==> src/rtl/prd_walk_pkg.sv <==
package prd_walk_pkg;
  localparam int ADDR_W = 32;
  localparam int HW_W = 16;
  localparam int DESC_HALVES = 4;
  localparam int DESC_BYTES = DESC_HALVES * 2;

  typedef enum logic [2:0] {
    ST_IDLE,
    ST_CHECK,
    ST_FETCH,
    ST_MOVE,
    ST_PUSH,
    ST_DONE
  } walkState_t;

  typedef struct packed {
    logic loadStart;
    logic fetchAck;
    logic beatDone;
    logic holdRead;
    logic selTable;
  } walkStrobe_t;
endpackage

==> src/rtl/prd_walk_dp.sv <==
module prd_walk_dp
  import prd_walk_pkg::*;
#(
  parameter int CNT_W = 20,
  parameter int PAGE_BYTES = 4096
) (
  input  logic              clk,
  input  logic              rstN,
  input  walkStrobe_t       strb,
  input  logic [ADDR_W-1:0] tableBase,
  input  logic [CNT_W-1:0]  devBytes,
  input  logic [HW_W-1:0]   memRdata,
  output logic [ADDR_W-1:0] memAddr,
  output logic [HW_W-1:0]   heldData,
  output logic              devRemZero,
  output logic              prdRemZero,
  output logic              lastDesc,
  output logic              pageHit,
  output logic              fetchLast
);
  localparam int PRD_W = HW_W + 1;
  localparam int IDX_W = $clog2(DESC_HALVES);
  localparam logic [PRD_W-1:0] FULL_PRD = PRD_W'(1) << HW_W;
  localparam logic [ADDR_W-1:0] PAGE_LIM = ADDR_W'(PAGE_BYTES);
  localparam logic [ADDR_W-1:0] PTR_BOUND = ADDR_W'(PAGE_BYTES + DESC_BYTES);

  logic [ADDR_W-1:0] baseReg;
  logic [ADDR_W-1:0] tblPtr;
  logic [ADDR_W-1:0] bufAddr;
  logic [PRD_W-1:0]  prdRem;
  logic [CNT_W-1:0]  devRem;
  logic [IDX_W-1:0]  fetchIdx;
  logic [HW_W-1:0]   descHalf [DESC_HALVES-1];
  logic [HW_W-1:0]   cntField;
  logic [ADDR_W-1:0] tblOffset;

  assign fetchLast  = fetchIdx == IDX_W'(DESC_HALVES - 1);
  assign cntField   = {descHalf[2][HW_W-1:1], 1'b0};
  assign tblOffset  = tblPtr - baseReg;
  assign pageHit    = tblOffset >= PAGE_LIM;
  assign devRemZero = devRem == '0;
  assign prdRemZero = prdRem == '0;
  assign memAddr    = strb.selTable ? tblPtr : bufAddr;

  // capture of the leading descriptor halfwords, one register per slot
  for (genvar i = 0; i < DESC_HALVES - 1; i++) begin : g_half
    always_ff @(posedge clk) begin
      if (!rstN) descHalf[i] <= '0;
      else if (strb.fetchAck && fetchIdx == IDX_W'(i)) descHalf[i] <= memRdata;
    end
  end

  always_ff @(posedge clk) begin
    if (!rstN) begin
      baseReg  <= '0;
      tblPtr   <= '0;
      fetchIdx <= '0;
    end else if (strb.loadStart) begin
      baseReg  <= {tableBase[ADDR_W-1:2], 2'b00};
      tblPtr   <= {tableBase[ADDR_W-1:2], 2'b00};
      fetchIdx <= '0;
    end else if (strb.fetchAck) begin
      tblPtr   <= tblPtr + ADDR_W'(2);
      fetchIdx <= fetchIdx + IDX_W'(1);
    end
  end

  always_ff @(posedge clk) begin
    if (!rstN) begin
      bufAddr  <= '0;
      prdRem   <= '0;
      lastDesc <= 1'b0;
    end else if (strb.loadStart) begin
      prdRem   <= '0;
      lastDesc <= 1'b0;
    end else if (strb.fetchAck && fetchLast) begin
      bufAddr  <= {descHalf[1], descHalf[0]};
      prdRem   <= (cntField == '0) ? FULL_PRD : {1'b0, cntField};
      lastDesc <= memRdata[HW_W-1];
    end else if (strb.beatDone) begin
      bufAddr  <= bufAddr + ADDR_W'(2);
      prdRem   <= prdRem - PRD_W'(2);
    end
  end

  always_ff @(posedge clk) begin
    if (!rstN) devRem <= '0;
    else if (strb.loadStart) devRem <= {devBytes[CNT_W-1:1], 1'b0};
    else if (strb.beatDone) devRem <= devRem - CNT_W'(2);
  end

  always_ff @(posedge clk) begin
    if (!rstN) heldData <= '0;
    else if (strb.holdRead) heldData <= memRdata;
  end

  // a beat never runs against an empty descriptor or an empty device residue
  a_r6_beat_has_room: assert property (@(posedge clk) disable iff (!rstN)
    strb.beatDone |-> (prdRem != '0) && (devRem != '0));

  // residues stay even
  a_r3_even_residue: assert property (@(posedge clk) disable iff (!rstN)
    strb.beatDone |=> !prdRem[0] && !devRem[0]);

  // the table pointer never runs more than one entry past the page bound
  a_r8_ptr_bound: assert property (@(posedge clk) disable iff (!rstN)
    strb.fetchAck |=> tblOffset <= PTR_BOUND);

  // descriptor length only changes on a load, a decode or a beat
  a_r5_rem_stable: assert property (@(posedge clk) disable iff (!rstN)
    !strb.loadStart && !strb.fetchAck && !strb.beatDone |=> $stable(prdRem));
endmodule

==> src/rtl/prd_walk_ctrl.sv <==
module prd_walk_ctrl
  import prd_walk_pkg::*;
(
  input  logic        clk,
  input  logic        rstN,
  input  logic        start,
  input  logic        toHost,
  input  logic        memAck,
  input  logic        devInValid,
  input  logic        devOutReady,
  input  logic        devRemZero,
  input  logic        prdRemZero,
  input  logic        lastDesc,
  input  logic        pageHit,
  input  logic        fetchLast,
  output walkStrobe_t strb,
  output logic        memReq,
  output logic        memWrite,
  output logic        devInReady,
  output logic        devOutValid,
  output logic        busy,
  output logic        done,
  output logic        underrun
);
  walkState_t state, stateNext;
  logic dirReg;
  logic setUnderrun;

  always_comb begin
    stateNext   = state;
    strb        = '0;
    memReq      = 1'b0;
    memWrite    = 1'b0;
    devInReady  = 1'b0;
    devOutValid = 1'b0;
    setUnderrun = 1'b0;
    unique case (state)
      ST_IDLE: begin
        if (start) begin
          strb.loadStart = 1'b1;
          stateNext = ST_CHECK;
        end
      end
      ST_CHECK: begin
        if (devRemZero) stateNext = ST_DONE;
        else if (prdRemZero) begin
          if (lastDesc || pageHit) begin
            setUnderrun = 1'b1;
            stateNext = ST_DONE;
          end else stateNext = ST_FETCH;
        end else stateNext = ST_MOVE;
      end
      ST_FETCH: begin
        strb.selTable = 1'b1;
        memReq = 1'b1;
        if (memAck) begin
          strb.fetchAck = 1'b1;
          if (fetchLast) stateNext = ST_CHECK;
        end
      end
      ST_MOVE: begin
        if (dirReg) begin
          memReq   = devInValid;
          memWrite = 1'b1;
          if (devInValid && memAck) begin
            devInReady    = 1'b1;
            strb.beatDone = 1'b1;
            stateNext     = ST_CHECK;
          end
        end else begin
          memReq = 1'b1;
          if (memAck) begin
            strb.holdRead = 1'b1;
            stateNext = ST_PUSH;
          end
        end
      end
      ST_PUSH: begin
        devOutValid = 1'b1;
        if (devOutReady) begin
          strb.beatDone = 1'b1;
          stateNext = ST_CHECK;
        end
      end
      ST_DONE: stateNext = ST_IDLE;
      default: stateNext = ST_IDLE;
    endcase
  end

  always_ff @(posedge clk) begin
    if (!rstN) begin
      state    <= ST_IDLE;
      dirReg   <= 1'b0;
      underrun <= 1'b0;
    end else begin
      state <= stateNext;
      if (strb.loadStart) begin
        dirReg   <= toHost;
        underrun <= 1'b0;
      end else if (setUnderrun) underrun <= 1'b1;
    end
  end

  assign busy = state != ST_IDLE;
  assign done = state == ST_DONE;

  // end-of-walk pulse lasts one cycle
  a_r11_done_pulse: assert property (@(posedge clk) disable iff (!rstN)
    done |=> !done);

  // no memory traffic outside a walk
  a_r1_req_in_walk: assert property (@(posedge clk) disable iff (!rstN)
    memReq |-> busy);

  // a presented halfword is held until taken
  a_r9_out_hold: assert property (@(posedge clk) disable iff (!rstN)
    devOutValid && !devOutReady |=> devOutValid);

  // underrun only rises with device bytes outstanding
  a_r8_underrun_residue: assert property (@(posedge clk) disable iff (!rstN)
    $rose(underrun) |-> !devRemZero);

  // table reads only when the entry is spent and device bytes remain
  a_r5_fetch_when_empty: assert property (@(posedge clk) disable iff (!rstN)
    memReq && strb.selTable |-> prdRemZero && !devRemZero);
endmodule

==> src/rtl/prd_walker.sv <==
module prd_walker
  import prd_walk_pkg::*;
#(
  parameter int CNT_W = 20,
  parameter int PAGE_BYTES = 4096
) (
  input  logic              clk,
  input  logic              rstN,
  input  logic              start,
  input  logic              toHost,
  input  logic [31:0]       tableBase,
  input  logic [CNT_W-1:0]  devBytes,
  output logic              busy,
  output logic              done,
  output logic              underrun,
  output logic              memReq,
  output logic              memWrite,
  output logic [31:0]       memAddr,
  output logic [15:0]       memWdata,
  input  logic [15:0]       memRdata,
  input  logic              memAck,
  input  logic              devInValid,
  input  logic [15:0]       devInData,
  output logic              devInReady,
  output logic              devOutValid,
  output logic [15:0]       devOutData,
  input  logic              devOutReady
);
  walkStrobe_t strb;
  logic devRemZero, prdRemZero, lastDesc, pageHit, fetchLast;

  assign memWdata = devInData;

  prd_walk_ctrl u_ctrl (
    .clk(clk), .rstN(rstN), .start(start), .toHost(toHost), .memAck(memAck),
    .devInValid(devInValid), .devOutReady(devOutReady),
    .devRemZero(devRemZero), .prdRemZero(prdRemZero), .lastDesc(lastDesc),
    .pageHit(pageHit), .fetchLast(fetchLast), .strb(strb),
    .memReq(memReq), .memWrite(memWrite), .devInReady(devInReady),
    .devOutValid(devOutValid), .busy(busy), .done(done), .underrun(underrun)
  );

  prd_walk_dp #(.CNT_W(CNT_W), .PAGE_BYTES(PAGE_BYTES)) u_dp (
    .clk(clk), .rstN(rstN), .strb(strb), .tableBase(tableBase),
    .devBytes(devBytes), .memRdata(memRdata), .memAddr(memAddr),
    .heldData(devOutData), .devRemZero(devRemZero), .prdRemZero(prdRemZero),
    .lastDesc(lastDesc), .pageHit(pageHit), .fetchLast(fetchLast)
  );
endmodule

==> config.mk <==
export PLATFORM = sky130hd
export DESIGN_NAME = prd_walker
export DESIGN_NICKNAME = d
export VERILOG_FILES = /design/src/rtl/prd_walk_pkg.sv /design/src/rtl/prd_walk_dp.sv /design/src/rtl/prd_walk_ctrl.sv /design/src/rtl/prd_walker.sv
export SDC_FILE = /design/constraint.sdc
export NUM_CORES = 1
export LEC_CHECK = 0
export BUFFER_PORTS_ARGS = -buffer_cell sky130_fd_sc_hd__buf_2
export CORE_MARGIN = 8
export CORE_UTILIZATION = 60
export CTS_CLUSTER_SIZE = 20
export DETAILED_ROUTE_END_ITERATION = 8
export PLACE_DENSITY = 0.85
export SLEW_MARGIN = 5
export SYNTH_ARGS = -nofsm -noshare
export SYNTH_HDL_FRONTEND = slang
export SYNTH_SLANG_ARGS = --single-unit
==> constraint.sdc <==
create_clock -name clk -period 4.7 [get_ports clk]
set_clock_uncertainty 0.05 [all_clocks]
set_input_delay 0.47 -clock clk [delete_from_list [all_inputs] [get_ports clk]]
set_output_delay 0.47 -clock clk [all_outputs]
set_load 0.02 [all_outputs]
==> results_dict.tcl <==
set metrics [dict create \
    crit_start "u_dp.tblPtr[2]" \
    ios 162 \
    reg2reg_from "u_dp.tblPtr[2]" \
    multi_input_area_sq_um 6170 \
    post_drt_wl_per_cell_microns 18.8 \
    grt_start_max_net_pins 88 \
    first_global_vias 10000 \
    setup_violations 0 \
    fin_crit_sh 0.795 \
    worst_pin_slew_ns 0.981 \
    initial_core_util 0.607 \
    path_clk_slew_ns 0.08 \
    cts-htree-levels 4 \
    avgViaCountPerCell 6.18 \
    postRouteAntennaNets 0 \
    cap_violations 0 \
    min_period_ns 3.73 \
    slew_violations 0 \
    vdd_drop_max_mv 0.373 \
    yosysTopAreaCell "dfxtp_1" \
    crit_fanout 7 \
    dpl.hpwl_microns 23300 \
    synth_top_area_share 0.271 \
    gp_congestion 0.968 \
    firstDrtPassIters 6 \
    synth_area_per_cell_sq_um 8.16 \
    antenna_found_initial 1 \
    grt_pass1_wl_microns 51200 \
    num_vias 10400 \
    min_path_cells 3 \
    cts_setup_buffers 0 \
    final_common_cell "nand2_1" \
    rows 50 \
    layout_common_cells "215 x nand2_1, 152 x dfxtp_1, 135 x nor2_1" \
    hp-start "devBytes[2]" \
    synth.area.top_cells "dfxtp_1 27%, edfxtp_1 13%, nand2_1 7.2%, a21oi_1 5.3%, nor2_1 4.5%" \
    fmax_mhz 268 \
    io_buffers 126 \
    place_area_sq_um 11800 \
    dieArea_sq_um 23400 \
    timing.critical_path.buf_inv 1 \
    syn_to_final_growth_pct 10.3 \
    synth.distinct_cells 69 \
    finalHoldWorstSlack_ns 0.223 \
    layout.nets 1567 \
    worst_slack_ns 0.965 \
    ys_ff_latch 199 \
    slew_headroom 0.344 \
    n_fill_cell 1504 \
    hold_buffers 0 \
    overflow 0 \
    critPathTopFamily "compound AO/OA/AOI/OAI gates" \
    timing.setup.tns_ns 0 \
    path_class "reg -> reg" \
    fin_util 0.669 \
    worst_ep_arrival_time_ns 4.00 \
    status "finished clean" \
    cts_buffers 17 \
    finalPower_mw 6.55 \
    finalHoldViolations 0 \
    die_h_microns 153 \
    syn-instance-count 1377 \
    powerDensity_nw_per_um2 529 \
    drtIter0Drc 915 \
    die_w_microns 153 \
    rr_worst_depth 13 \
    crit_path_end_kind "register" \
    yosys_most_used_dff "dfxtp_1" \
    crit_path_frequent_cell "o31ai_1" \
    track_usage 0.268 \
    worstPathRequired_ns 4.96 \
    layout-drive-gt1-share 0.146 \
    rsz0062_at_grt "false" \
    synth_edf_count 47 \
    seq_area_sq_um 4450 \
    slowest_stage "dfxtp_1" \
    cts_tree "built" \
    async_reset_ff_frac 0 \
    ys_seq_area_frac 0.396 \
    wl_microns 31700 \
    reg2reg_to "u_ctrl.underrun" \
    clk_latency_ns 0.44 \
    hp-class "in -> reg" \
    fin_cells 1686 \
    core_sq_um 18500 \
    clk_path_buf_depth 2 \
    fin_area_sq_um 12400 \
    leakagePower_nw 4.92 \
    cts-resized-gates 0 \
    whs_endpoint "u_dp.devRem[2]" \
    path_cells "inv_1 > ha_1 > fa_1 > nor2b_1 > o31ai_1 > a21boi_1 > mux2i_1 > a2111o_1 > a2111oi_4 > and4_1 > o2111ai_1 > o31ai_2 > o31ai_1" \
    drcViolationCount 0 \
    synth_nets 1506 \
    synth_warnings 0 \
    cts-root-buf "clkbuf_16" \
    dp_cells 1653 \
    cts_sinks 199 \
    ff2ff_setup_slack_ns 0.97 \
    synth_area_sq_um 11200 \
    dp_worst_setup_slack_ns 1.06 \
    startpoint_type "register" \
    critical-path-max-stage-delay_ns 0.46 \
]
## cell usage after synthesis (2+ instances only)
library cell / instances
a2111oi_0: 4
a211o_1: 2
a211oi_1: 50
a21o_1: 4
a21oi_1: 119
a311oi_1: 8
a31oi_1: 17
a41oi_1: 2
and2_1: 55
and3_1: 20
and4_1: 8
buf_1: 5
buf_2: 11
buf_4: 16
clkbuf_1: 60
dfxtp_1: 152
edfxtp_1: 47
ha_1: 37
inv_1: 53
mux2_2: 30
mux2i_1: 4
nand2_1: 217
nand2b_1: 5
nand3_1: 39
nand4_1: 27
nor2_1: 136
nor2b_1: 13
nor3_1: 26
nor3b_1: 3
nor4_1: 19
o2111ai_1: 4
o211a_1: 3
o211ai_1: 5
o21a_1: 5
o21ai_0: 41
o21ai_1: 5
o22ai_1: 4
o31ai_1: 6
or2_2: 4
or3_1: 10
or4_1: 5
xnor2_1: 46
xor2_1: 24
## power by group
part / switching, mW / internal (mW) / leakage [nW]
Combinational: 1.80 / 1.08 / 2.91
Sequential: 0.250 / 1.98 / 1.72
Clock: 0.720 / 0.722 / 0.281
## worst reg2reg max path, cell delays in order (launching register included)
cell       delay, ns
dfxtp_1         0.46
inv_1           0.07
ha_1            0.23
fa_1            0.38
nor2b_1         0.15
o31ai_1         0.12
a21boi_1        0.23
mux2i_1         0.12
a2111o_1        0.45
a2111oi_4       0.34
and4_1          0.25
o2111ai_1       0.23
o31ai_2         0.39
o31ai_1         0.13
## state kept, by name (all words and copies together) (netlist names), 2 cells and up
name           cells
u_ctrl.state       3
u_dp.baseReg      30
u_dp.bufAddr      32
u_dp.descHalf     47
u_dp.devRem       19
u_dp.fetchIdx      2
u_dp.heldData     16
u_dp.prdRem       16
u_dp.tblPtr       31
## how the worst max path moves through the flow
stage                            to  slack (ns)  cells past startpoint
global placement    u_ctrl.underrun        1.13                     13
floorplan           u_ctrl.state[0]        1.58                     13
global route        u_ctrl.state[0]        0.84                     11
finish              u_ctrl.underrun        0.97                     13
detailed placement  u_ctrl.underrun        1.06                     13
CTS                 u_ctrl.underrun        1.03                     13
## area by class of cell
| cell class | count | share of cell area |
|---|---|---|
| multi-input cells | 1032 | 0.498 |
| flip-flops and latches | 199 | 0.359 |
| repair buffers | 135 | 0.0563 |
| clock buffers | 19 | 0.0357 |
| well taps | 234 | 0.0236 |
| inverters | 53 | 0.0163 |
| clock inverters | 13 | 0.0107 |
| diodes | 1 | 0.000202 |
## metal layers
metal  global-route usage  wire [microns]
met1                0.337           13000
met2                0.440           14800
met3               0.0510            2670
met4                0.125            1250
met5                    0               0
## cell families (layout without fill, tap and decap cells)
family	after synthesis	count (layout)	share of synthesized area
flip-flops	199	199	0.396
AND/OR/NAND/NOR	592	592	0.248
multiplexers	34	34	0.0336
buffers and inverters	146	220	0.0560
AO/OA/AOI/OAI	298	298	0.169
other	0	1	0
XOR/XNOR	70	70	0.0545
adder cells (fa/ha/maj)	38	38	0.0430
No activity file was read; power rests on OpenSTA's default activity.
